## config.mk

```make
export PLATFORM = sky130hd
export DESIGN_NAME = dma_chan
export DESIGN_NICKNAME = d
export VERILOG_FILES = /design/src/rtl/dmac_pkg.sv /design/src/rtl/dma_step.sv /design/src/rtl/dma_trig.sv /design/src/rtl/dma_chan.sv
export SDC_FILE = /design/constraint.sdc
export NUM_CORES = 1
export LEC_CHECK = 0
export BUFFER_PORTS_ARGS = -buffer_cell sky130_fd_sc_hd__buf_2
export CORE_UTILIZATION = 44
export DETAILED_ROUTE_END_ITERATION = 12
export GPL_ROUTABILITY_DRIVEN = 0
export PLACE_DENSITY = 0.62
export SYNTH_ARGS = -nofsm -noshare
export SYNTH_HDL_FRONTEND = slang
export SYNTH_HIERARCHICAL = 1
export SYNTH_SLANG_ARGS = --single-unit
```

## constraint.sdc

```tcl
create_clock -name clk -period 6.3 [get_ports clk]
set_input_delay 0.63 -clock clk [delete_from_list [all_inputs] [get_ports clk]]
set_output_delay 0.63 -clock clk [all_outputs]
set_load 0.005 [all_outputs]
```

## src/rtl/dmac_pkg.sv

```systemverilog
package dmac_pkg;

    typedef enum logic [1:0] {
        ST_IDLE = 2'd0,
        ST_RD   = 2'd1,
        ST_WR   = 2'd2
    } dma_st_e;

    localparam logic [3:0] SEL_AUTO = 4'b0100;
    localparam logic [3:0] SEL_RX   = 4'b1011;
    localparam logic [3:0] SEL_TX   = 4'b1010;

    localparam logic [2:0] RA_SRC  = 3'd0;
    localparam logic [2:0] RA_DST  = 3'd1;
    localparam logic [2:0] RA_CNT  = 3'd2;
    localparam logic [2:0] RA_CTRL = 3'd3;
    localparam logic [2:0] RA_OP   = 3'd4;

endpackage

```

## src/rtl/dma_step.sv

```systemverilog
module dma_step #(
    parameter logic [5:0] SYS_TAG = 6'h03
) (
    input  logic [2:0] size_code,
    input  logic [4:0] src_lo,
    input  logic [4:0] dst_lo,
    input  logic [5:0] src_tag,
    input  logic [5:0] dst_tag,
    input  logic       src_inc,
    input  logic       dst_inc,
    output logic [5:0] unit_bytes,
    output logic [2:0] last_beat,
    output logic [1:0] bus_size,
    output logic       bad
);

    logic [4:0] align_mask;
    logic       misaligned;
    logic       outside_sys;

    always_comb begin
        case (size_code)
            3'd0:    begin unit_bytes = 6'd1;  last_beat = 3'd0; bus_size = 2'd0; align_mask = 5'h00; end
            3'd1:    begin unit_bytes = 6'd2;  last_beat = 3'd0; bus_size = 2'd1; align_mask = 5'h01; end
            3'd2:    begin unit_bytes = 6'd4;  last_beat = 3'd0; bus_size = 2'd2; align_mask = 5'h03; end
            3'd3:    begin unit_bytes = 6'd8;  last_beat = 3'd1; bus_size = 2'd2; align_mask = 5'h07; end
            default: begin unit_bytes = 6'd32; last_beat = 3'd7; bus_size = 2'd2; align_mask = 5'h1f; end
        endcase
        misaligned  = (|(src_lo & align_mask)) || (|(dst_lo & align_mask));
        outside_sys = (size_code == 3'd3) &&
                      ((src_inc && (src_tag != SYS_TAG)) || (dst_inc && (dst_tag != SYS_TAG)));
        bad         = misaligned || outside_sys;
    end

endmodule

```

## src/rtl/dma_trig.sv

```systemverilog
module dma_trig
    import dmac_pkg::*;
(
    input  logic       chan_en,
    input  logic       master_en,
    input  logic       done_flag,
    input  logic       nmi_flag,
    input  logic       aerr_flag,
    input  logic [3:0] req_sel,
    input  logic       rx_req,
    input  logic       tx_req,
    output logic       go
);

    logic qualified;
    logic wanted;

    always_comb begin
        qualified = chan_en && master_en && !done_flag && !nmi_flag && !aerr_flag;
        wanted    = (req_sel == SEL_AUTO) ||
                    ((req_sel == SEL_RX) && rx_req) ||
                    ((req_sel == SEL_TX) && tx_req);
        go        = qualified && wanted;
    end

endmodule

```

## src/rtl/dma_chan.sv

```systemverilog
module dma_chan
    import dmac_pkg::*;
#(
    parameter int         AW      = 32,
    parameter int         CNT_W   = 24,
    parameter logic [5:0] SYS_TAG = 6'h03
) (
    input  logic          clk,
    input  logic          rst_n,
    input  logic          reg_we,
    input  logic [2:0]    reg_waddr,
    input  logic [31:0]   reg_wdata,
    input  logic [2:0]    reg_raddr,
    output logic [31:0]   reg_rdata,
    input  logic          nmi,
    input  logic          rx_full_req,
    input  logic          tx_empty_req,
    output logic          mem_req,
    output logic          mem_we,
    output logic [AW-1:0] mem_addr,
    output logic [1:0]    mem_size,
    output logic [31:0]   mem_wdata,
    input  logic          mem_ack,
    input  logic [31:0]   mem_rdata,
    output logic          irq_end,
    output logic          irq_err
);

    localparam int DW = 32;

    typedef struct packed {
        dma_st_e          st;
        logic [AW-1:0]    src;
        logic [AW-1:0]    dst;
        logic [CNT_W-1:0] cnt;
        logic             en;
        logic             done;
        logic             ie;
        logic [2:0]       sz;
        logic             sinc;
        logic             dinc;
        logic [3:0]       sel;
        logic             men;
        logic             nmif;
        logic             aerr;
        logic [2:0]       beat;
        logic [DW-1:0]    data_hold;
    } chan_state_t;

    chan_state_t st_d, st_q;

    logic [5:0]    unit_bytes;
    logic [2:0]    last_beat;
    logic [1:0]    bus_size;
    logic          unit_bad;
    logic          go;
    logic [AW-1:0] beat_off;
    logic [AW-1:0] step_src;
    logic [AW-1:0] step_dst;
    logic          unit_last;

    dma_step #(.SYS_TAG(SYS_TAG)) u_step (
        .size_code (st_q.sz),
        .src_lo    (st_q.src[4:0]),
        .dst_lo    (st_q.dst[4:0]),
        .src_tag   (st_q.src[AW-1:AW-6]),
        .dst_tag   (st_q.dst[AW-1:AW-6]),
        .src_inc   (st_q.sinc),
        .dst_inc   (st_q.dinc),
        .unit_bytes(unit_bytes),
        .last_beat (last_beat),
        .bus_size  (bus_size),
        .bad       (unit_bad)
    );

    dma_trig u_trig (
        .chan_en  (st_q.en),
        .master_en(st_q.men),
        .done_flag(st_q.done),
        .nmi_flag (st_q.nmif),
        .aerr_flag(st_q.aerr),
        .req_sel  (st_q.sel),
        .rx_req   (rx_full_req),
        .tx_req   (tx_empty_req),
        .go       (go)
    );

    always_comb begin
        beat_off  = {{(AW-5){1'b0}}, st_q.beat, 2'b00};
        step_src  = st_q.sinc ? {{(AW-6){1'b0}}, unit_bytes} : '0;
        step_dst  = st_q.dinc ? {{(AW-6){1'b0}}, unit_bytes} : '0;
        unit_last = (st_q.beat == last_beat);

        st_d = st_q;

        // software writes; flags only clear on a written 0
        if (reg_we) begin
            case (reg_waddr)
                RA_SRC:  st_d.src = reg_wdata[AW-1:0];
                RA_DST:  st_d.dst = reg_wdata[AW-1:0];
                RA_CNT:  st_d.cnt = reg_wdata[CNT_W-1:0];
                RA_CTRL: begin
                    st_d.en   = reg_wdata[0];
                    st_d.done = st_q.done & reg_wdata[1];
                    st_d.ie   = reg_wdata[2];
                    st_d.sz   = reg_wdata[5:3];
                    st_d.sinc = reg_wdata[6];
                    st_d.dinc = reg_wdata[7];
                    st_d.sel  = reg_wdata[11:8];
                end
                RA_OP: begin
                    st_d.men  = reg_wdata[0];
                    st_d.nmif = st_q.nmif & reg_wdata[1];
                    st_d.aerr = st_q.aerr & reg_wdata[2];
                end
                default: ;
            endcase
        end

        if (nmi) begin
            st_d.nmif = 1'b1;
        end

        case (st_q.st)
            ST_IDLE: begin
                if (go) begin
                    if (unit_bad) begin
                        st_d.aerr = 1'b1;
                    end else begin
                        st_d.st   = ST_RD;
                        st_d.beat = '0;
                    end
                end
            end
            ST_RD: begin
                if (mem_ack) begin
                    st_d.data_hold = mem_rdata;
                    st_d.st        = ST_WR;
                end
            end
            ST_WR: begin
                if (mem_ack) begin
                    if (unit_last) begin
                        st_d.st  = ST_IDLE;
                        st_d.src = st_q.src + step_src;
                        st_d.dst = st_q.dst + step_dst;
                        st_d.cnt = st_q.cnt - 1'b1;
                        if (st_q.cnt == {{(CNT_W-1){1'b0}}, 1'b1}) begin
                            st_d.done = 1'b1;
                        end
                    end else begin
                        st_d.beat = st_q.beat + 1'b1;
                        st_d.st   = ST_RD;
                    end
                end
            end
            default: st_d.st = ST_IDLE;
        endcase
    end

    always_ff @(posedge clk) begin
        if (!rst_n) begin
            st_q <= '0;
        end else begin
            st_q <= st_d;
        end
    end

    always_comb begin
        mem_req   = (st_q.st != ST_IDLE);
        mem_we    = (st_q.st == ST_WR);
        mem_addr  = (st_q.st == ST_WR) ? (st_q.dst + (st_q.dinc ? beat_off : '0))
                                       : (st_q.src + (st_q.sinc ? beat_off : '0));
        mem_size  = bus_size;
        mem_wdata = st_q.data_hold;
        irq_end   = st_q.done && st_q.ie;
        irq_err   = st_q.aerr;
        case (reg_raddr)
            RA_SRC:  reg_rdata = DW'(st_q.src);
            RA_DST:  reg_rdata = DW'(st_q.dst);
            RA_CNT:  reg_rdata = DW'(st_q.cnt);
            RA_CTRL: reg_rdata = {20'd0, st_q.sel, st_q.dinc, st_q.sinc, st_q.sz,
                                  st_q.ie, st_q.done, st_q.en};
            RA_OP:   reg_rdata = {29'd0, st_q.aerr, st_q.nmif, st_q.men};
            default: reg_rdata = '0;
        endcase
    end

    // an idle channel without both enables makes no request next cycle
    p_idle_gate_r1: assert property (@(posedge clk) disable iff (!rst_n)
        (st_q.st == ST_IDLE && !(st_q.en && st_q.men)) |=> !mem_req);

    // an unacknowledged beat holds its address and direction
    p_beat_hold_r4: assert property (@(posedge clk) disable iff (!rst_n)
        (mem_req && !mem_ack && !reg_we) |=> (mem_req && $stable(mem_addr) && $stable(mem_we)));

    // bus released after the final write of a unit
    p_release_r4: assert property (@(posedge clk) disable iff (!rst_n)
        (st_q.st == ST_WR && mem_ack && unit_last) |=> !mem_req);

    // one decrement per completed unit
    p_count_step_r6: assert property (@(posedge clk) disable iff (!rst_n)
        (st_q.st == ST_WR && mem_ack && unit_last && !(reg_we && reg_waddr == RA_CNT))
        |=> (st_q.cnt == $past(st_q.cnt) - 1'b1));

    // done appears only with the bus idle
    p_done_idle_r7: assert property (@(posedge clk) disable iff (!rst_n)
        $rose(st_q.done) |-> !mem_req);

    // an address error never comes with a bus access
    p_err_quiet_r8: assert property (@(posedge clk) disable iff (!rst_n)
        $rose(st_q.aerr) |-> !mem_req);

endmodule

```

==> results of run 1 <==
metal layers:
metal	up-vias	global-route usage, %	wire (um)
met1	5239	44.3	16700
met4	0	13.7	1550
li1	5151	-	-
met5	-	0	0
met3	100	5.54	3900
met2	672	47.0	16200
Yosys cell counts (all sizes together), types with 7 or more instances:
cell	instances	area (sq um)
or3	22	138
nand2	200	753
a211oi	25	188
and4	12	105
a21o	8	60.1
o211ai	15	113
o31ai	7	52.6
mux4	10	229
clkbuf	86	324
o21ai	63	315
ha	21	263
nor2	117	439
nor2b	15	93.8
nor4	18	140
nor3	38	195
nand3	58	290
a311oi	25	219
xor2	39	342
or4	11	82.6
a22oi	10	75.1
a21oi	103	515
and3	18	113
a31oi	30	188
a2bb2oi	7	61.3
inv	19	71.3
and2	26	163
buf	59	380
mux2i	42	420
xnor2	28	245
dfxtp	140	2800
nand4	28	175
flip-flops by register name, summed over array words and instances (netlist names):
name	count
st_q	104
mem_wdata	32
beat_off	3
irq_err	1
final cells by class:
cell class              count  area, sq um
repair buffers            195         1020
well taps                 313          392
fillers                  2322        11200
flip-flops and latches    140         2800
clock inverters            15          129
multi-input cells        1085         6790
inverters                  20         76.3
clock buffers              17          425
worst paths after layout:
kind / start / endpoint / slack (ns) / depth (start not counted)
min: nmi / st_q[36] / 0.42 / 3
max reg2reg: st_q[46] / st_q[86] / 2.94 / 10
min reg2reg: mem_wdata[8] / mem_wdata[8] / 0.45 / 2
max: st_q[42] / mem_addr[30] / 2.39 / 9
worst max-delay path: stages, from the launching register on:
cell and delay, ns:
dfxtp_1 0.55, and2_1 0.19, ha_1 0.19, fa_1 0.23
a21oi_1 0.13, nor4_2 0.89, nand3_1 0.20, xor2_1 0.19
o21ai_0 0.13, buf_2 0.14
power breakdown:
part | internal [mW] | leakage [nW] | switching [mW]
sequential | 0.902 | 1.13 | 0.0361
combinational | 0.0827 | 3.14 | 0.132
clock | 0.518 | 0.271 | 0.471
total | 1.50 | 4.54 | 0.639
cell usage in the layout (no fill, tap or decap), types with 10 or more instances in the layout:
cell       synthesis  final
o21ai_0           62     62
a21oi_1          103    103
ha_1              21     21
nand4_1           28     28
nand2_1          199    199
and4_1            12     12
and3_1            18     18
xnor2_1           28     28
or4_1             11     11
buf_4             39     17
mux2i_1           42     42
nor4_1            15     14
inv_1             19     18
nand3_1           58     58
and2_1            25     25
a22oi_1           10     10
a311oi_1          25     25
buf_2             10    178
nor2_1           117    117
clkbuf_16          0     17
a31oi_1           30     30
or3_1             22     22
o211ai_1          15     15
dfxtp_1          140    140
a211oi_1          25     25
nor3_1            37     37
xor2_1            39     39
nor2b_1           15     15
kinds of logic (layout without fill, tap and decap cells):
logic type               count (synthesis)  count (layout)  share of synthesized area, %
AND/OR/NAND/NOR                        597             597                          28.6
AO/OA/AOI/OAI                          338             338                          21.0
buffers and inverters                  165             247                          7.53
flip-flops                             140             140                          27.1
XOR/XNOR                                67              67                          5.67
multiplexers                            57              57                          6.82
adder cells (fa/ha/maj)                 25              25                          3.31
other                                    1               1                        0.0362
==> metrics.csv, run 1 <==
metric,value,unit
gr usage total,31.5,%
Least-Margin Pin Slew,1.23,ns
register area share after synthesis,27.1,%
CTS Hold Bufs,0,
peak supply drop,0.170,mV
Slew HR,17.9,%
WL final,38400,um
H-tree levels,4,
Crit. End Element,output pin,
Horiz. Die Dim,155,um
Seq cells post-synth,140,
RSZ-0062 raised after global routing,false,
Hold Slack,0.415,ns
first-pass GRT wire length,58900,um
design area,11600,sq um
clock root cell,clkbuf_16,
setup TNS,0,ns
clk_skew,0.0130,ns
violation count after the first detailed-routing iteration,1314,
Routed Antenna Nets,0,
Final Max Slew Viols,0,
Main synth FF type,dfxtp_1,
clock-pin transition on the worst setup and hold timing paths,0.07,ns
Pre-antenna DRT Iters,7,
maximum clock frequency,256,MHz
vias in the first global route,10100,
DR vias,11200,
# rows,55,
gr ovfl total,0,
drt wl/cell,21.5,um
final setup fails,0,
fin crit period,3.91,ns
Ys Warns,6,
dpl cell area,11100,sq um
Syn-to-layout area delta,12.4,%
Detailed Place HPWL,27500,um
Gate Count Post-Synth,1390,
clock sink count,140,
Max-Cap Viols,0,
Async SR Flop Fraction,0,%
synth unique cells,78,
Post-synth EDFFs,0,
Resized Gates After CTS,0,
power after layout,2.14,mW
CP required,5.67,ns
CTS buffer count,17,
Setup CP Type,reg -> out,
PortBufs,178,
Chip Height,155,um
Die ar.,24100,sq um
CTS tree,built,
WP data arrival,3.28,ns
Via density,6.25,
# nets final,1561,
fin cells,1785,
io pins,179,
Pleak,4.54,nW
Setup Buffers After CTS,0,
placed cells,1753,
total power per unit cell area,184,nW/um^2
initial antenna violation count,0,
pre-CTS setup slack,2.87,ns
mapped cell area,10300,sq um
Crit Path Max Fanout,12,
Starting Density,45.3,%
largest net degree at the start of global routing,64,
crit start category,flop,
clk_lat worst skew,0.44,ns
layout cells sized above 1,17.6,%
DRC Markers,0,
Mapped Avg Cell Area,7.45,sq um
final hold violation count,0,
n_diodes,0,
core area,22800,sq um
final period utilization,62.0,%
PnR worst setup slack,2.39,ns
run status,"complete, no violations",
Util after Layout,50.9,%
worst min path class,in -> reg,
Clock Path Buffers,2,
syn_nets,1492,
(Power assumes the default switching activity.)
==> inputs of run 2 (changes only) <==
--- a/config.mk
+++ b/config.mk
@@ -9,7 +9,7 @@
 export CORE_UTILIZATION = 44
 export DETAILED_ROUTE_END_ITERATION = 12
 export GPL_ROUTABILITY_DRIVEN = 0
-export PLACE_DENSITY = 0.62
+export PLACE_DENSITY = 0.65
 export SYNTH_ARGS = -nofsm -noshare
 export SYNTH_HDL_FRONTEND = slang
 export SYNTH_HIERARCHICAL = 1
==> constraint.sdc (replaced) <==
create_clock -name clk -period 3.48 [get_ports clk]
set_input_delay 0.348 -clock clk [delete_from_list [all_inputs] [get_ports clk]]
set_output_delay 0.348 -clock clk [all_outputs]
set_load 0.005 [all_outputs]
==> run 2 against run 1 <==
Net effect:
- worst setup slack lost 2.2 ns
- via count shrank 0.21%
- power grew 82%
- final cell count grew 1.2%
- design area grew 1.7%
- global-route usage shrank 0.68 points
- combinational power grew 91%
- critical path depth shrank 3
- first-iteration DRC count is essentially flat
- routed wire length shrank 1.1%
- largest cell class unchanged
- highest routed layer unchanged
==> metrics.csv, run 2 (same netlist as run 1, synthesis figures left out) <==
metric,value,unit
setup TNS,0,ns
Setup CP Type,reg -> out,
CTS Hold Bufs,0,
Biggest register,st_q,
layout cells sized above 1,18.8,%
Pleak,4.67,nW
Slowest cell on crit path,nor3_1,
first-pass GRT wire length,57100,um
RSZ-0062 raised after global routing,false,
Buf/Inv on CP,1,
violation count after the first detailed-routing iteration,1313,
Max-Cap Viols,0,
clk_lat worst skew,0.44,ns
Pre-antenna DRT Iters,8,
clock root cell,clkbuf_16,
Slew HR,18.4,%
Crit Path Max Fanout,9,
WL final,37900,um
Die ar.,24100,sq um
core area,22800,sq um
peak supply drop,0.247,mV
run status,"complete, no violations",
H-tree levels,4,
WP data arrival,2.99,ns
Starting Density,45.3,%
Clock Path Buffers,2,
DR vias,11100,
worst min path class,in -> reg,
maximum clock frequency,300,MHz
multi-input logic area,6800,sq um
"commonest non-fill, non-tap cell in the layout",nand2_1,
# nets final,1582,
crit start category,flop,
largest net degree at the start of global routing,102,
drt wl/cell,21.0,um
critical path's top delay family,simple AND/OR/NAND/NOR gates,
final setup fails,0,
FILL cells,2307,
n_diodes,0,
Reg area,2800,sq um
Crit. End Element,output pin,
clock sink count,140,
CTS buffer count,17,
gr ovfl total,0,
Final Max Slew Viols,0,
final period utilization,95.8,%
cell mode on critical path,nand3_1,
clock-pin transition on the worst setup and hold timing paths,0.07,ns
vias in the first global route,9928,
DRC Markers,0,
Util after Layout,51.8,%
Horiz. Die Dim,155,um
CP peak stage delay,0.92,ns
gr usage total,30.8,%
CTS tree,built,
"commonest cells after routing, fill and taps aside","198 x nand2_1, 178 x buf_2, 140 x dfxtp_1",
Setup Buffers After CTS,0,
fin crit period,3.33,ns
Via density,6.17,
clk_skew,0.00851,ns
Chip Height,155,um
PortBufs,178,
Least-Margin Pin Slew,1.22,ns
Resized Gates After CTS,1,
# rows,55,
Routed Antenna Nets,0,
max reg flops,104,
final hold violation count,0,
io pins,179,
CP required,3.13,ns
total power per unit cell area,329,nW/um^2
Syn-to-layout area delta,14.3,%
initial antenna violation count,0,
cells along the critical path,nand3_1 -> nor3_1 -> nand3_1 -> xor2_1 -> o21ai_0 -> buf_2,
Detailed Place HPWL,27700,um
-- run 2: changes by cell type in the layout (fill, tap and decap cells not counted), sizes merged --
cell | previous run | this run
clkinvlp | 2 | 4
buf | 195 | 216
clkinv | 7 | 3
inv | 26 | 27
clkbuf | 17 | 18
-- run 2: layout make-up --
class	count	area share, %
clock inverter	14	1.08
sequential	140	23.7
tap	313	3.31
timing repair buffer	216	10.1
clock buffer	18	3.71
multi-input combinational	1085	57.4
inverter	20	0.645
-- run 2: final timing paths --
check	from	endpoint	slack (ns)	cells after the start
setup / recovery	st_q[88]	mem_addr[30]	0.15	6
hold / removal	nmi	st_q[36]	0.14	3
setup reg to reg	st_q[46]	st_q[86]	0.42	10
hold reg to reg	mem_wdata[17]	mem_wdata[17]	0.45	2
-- run 2: through the flow --
step                      hold WS (ns)  cells  power [mW]  area [sq um]  setup slack [ns]
after floorplan                  0.437   1390        1.94         10300             0.719
final                            0.137   1806        3.89         11800             0.147
after global routing             0.145   1806        4.01         11800          0.000745
after detailed placement         0.443   1774        2.12         11300             0.368
after CTS                        0.136   1806        3.90         11800             0.155
after global placement           0.439   1774        2.12         11300             0.456
-- run 2: metal layers --
metal  up-vias  share of wire, %  track usage, %
li1       5200                 -               -
met1      5191                42            42.3
met2       657                43            46.7
met3        91                11            5.74
met4         0               3.8            14.2
met5         -                 0               0
-- run 2: tightest hold or removal path: stages --
cell     delay (ns)
buf_2          0.09
inv_1          0.04
a21oi_1        0.05
-- run 2: power breakdown --
group,switching [mW],total [mW],internal (mW)
registers,0.0600,1.69,1.63
logic,0.251,0.409,0.158
clock network,0.828,1.79,0.961
total,1.14,3.89,2.75
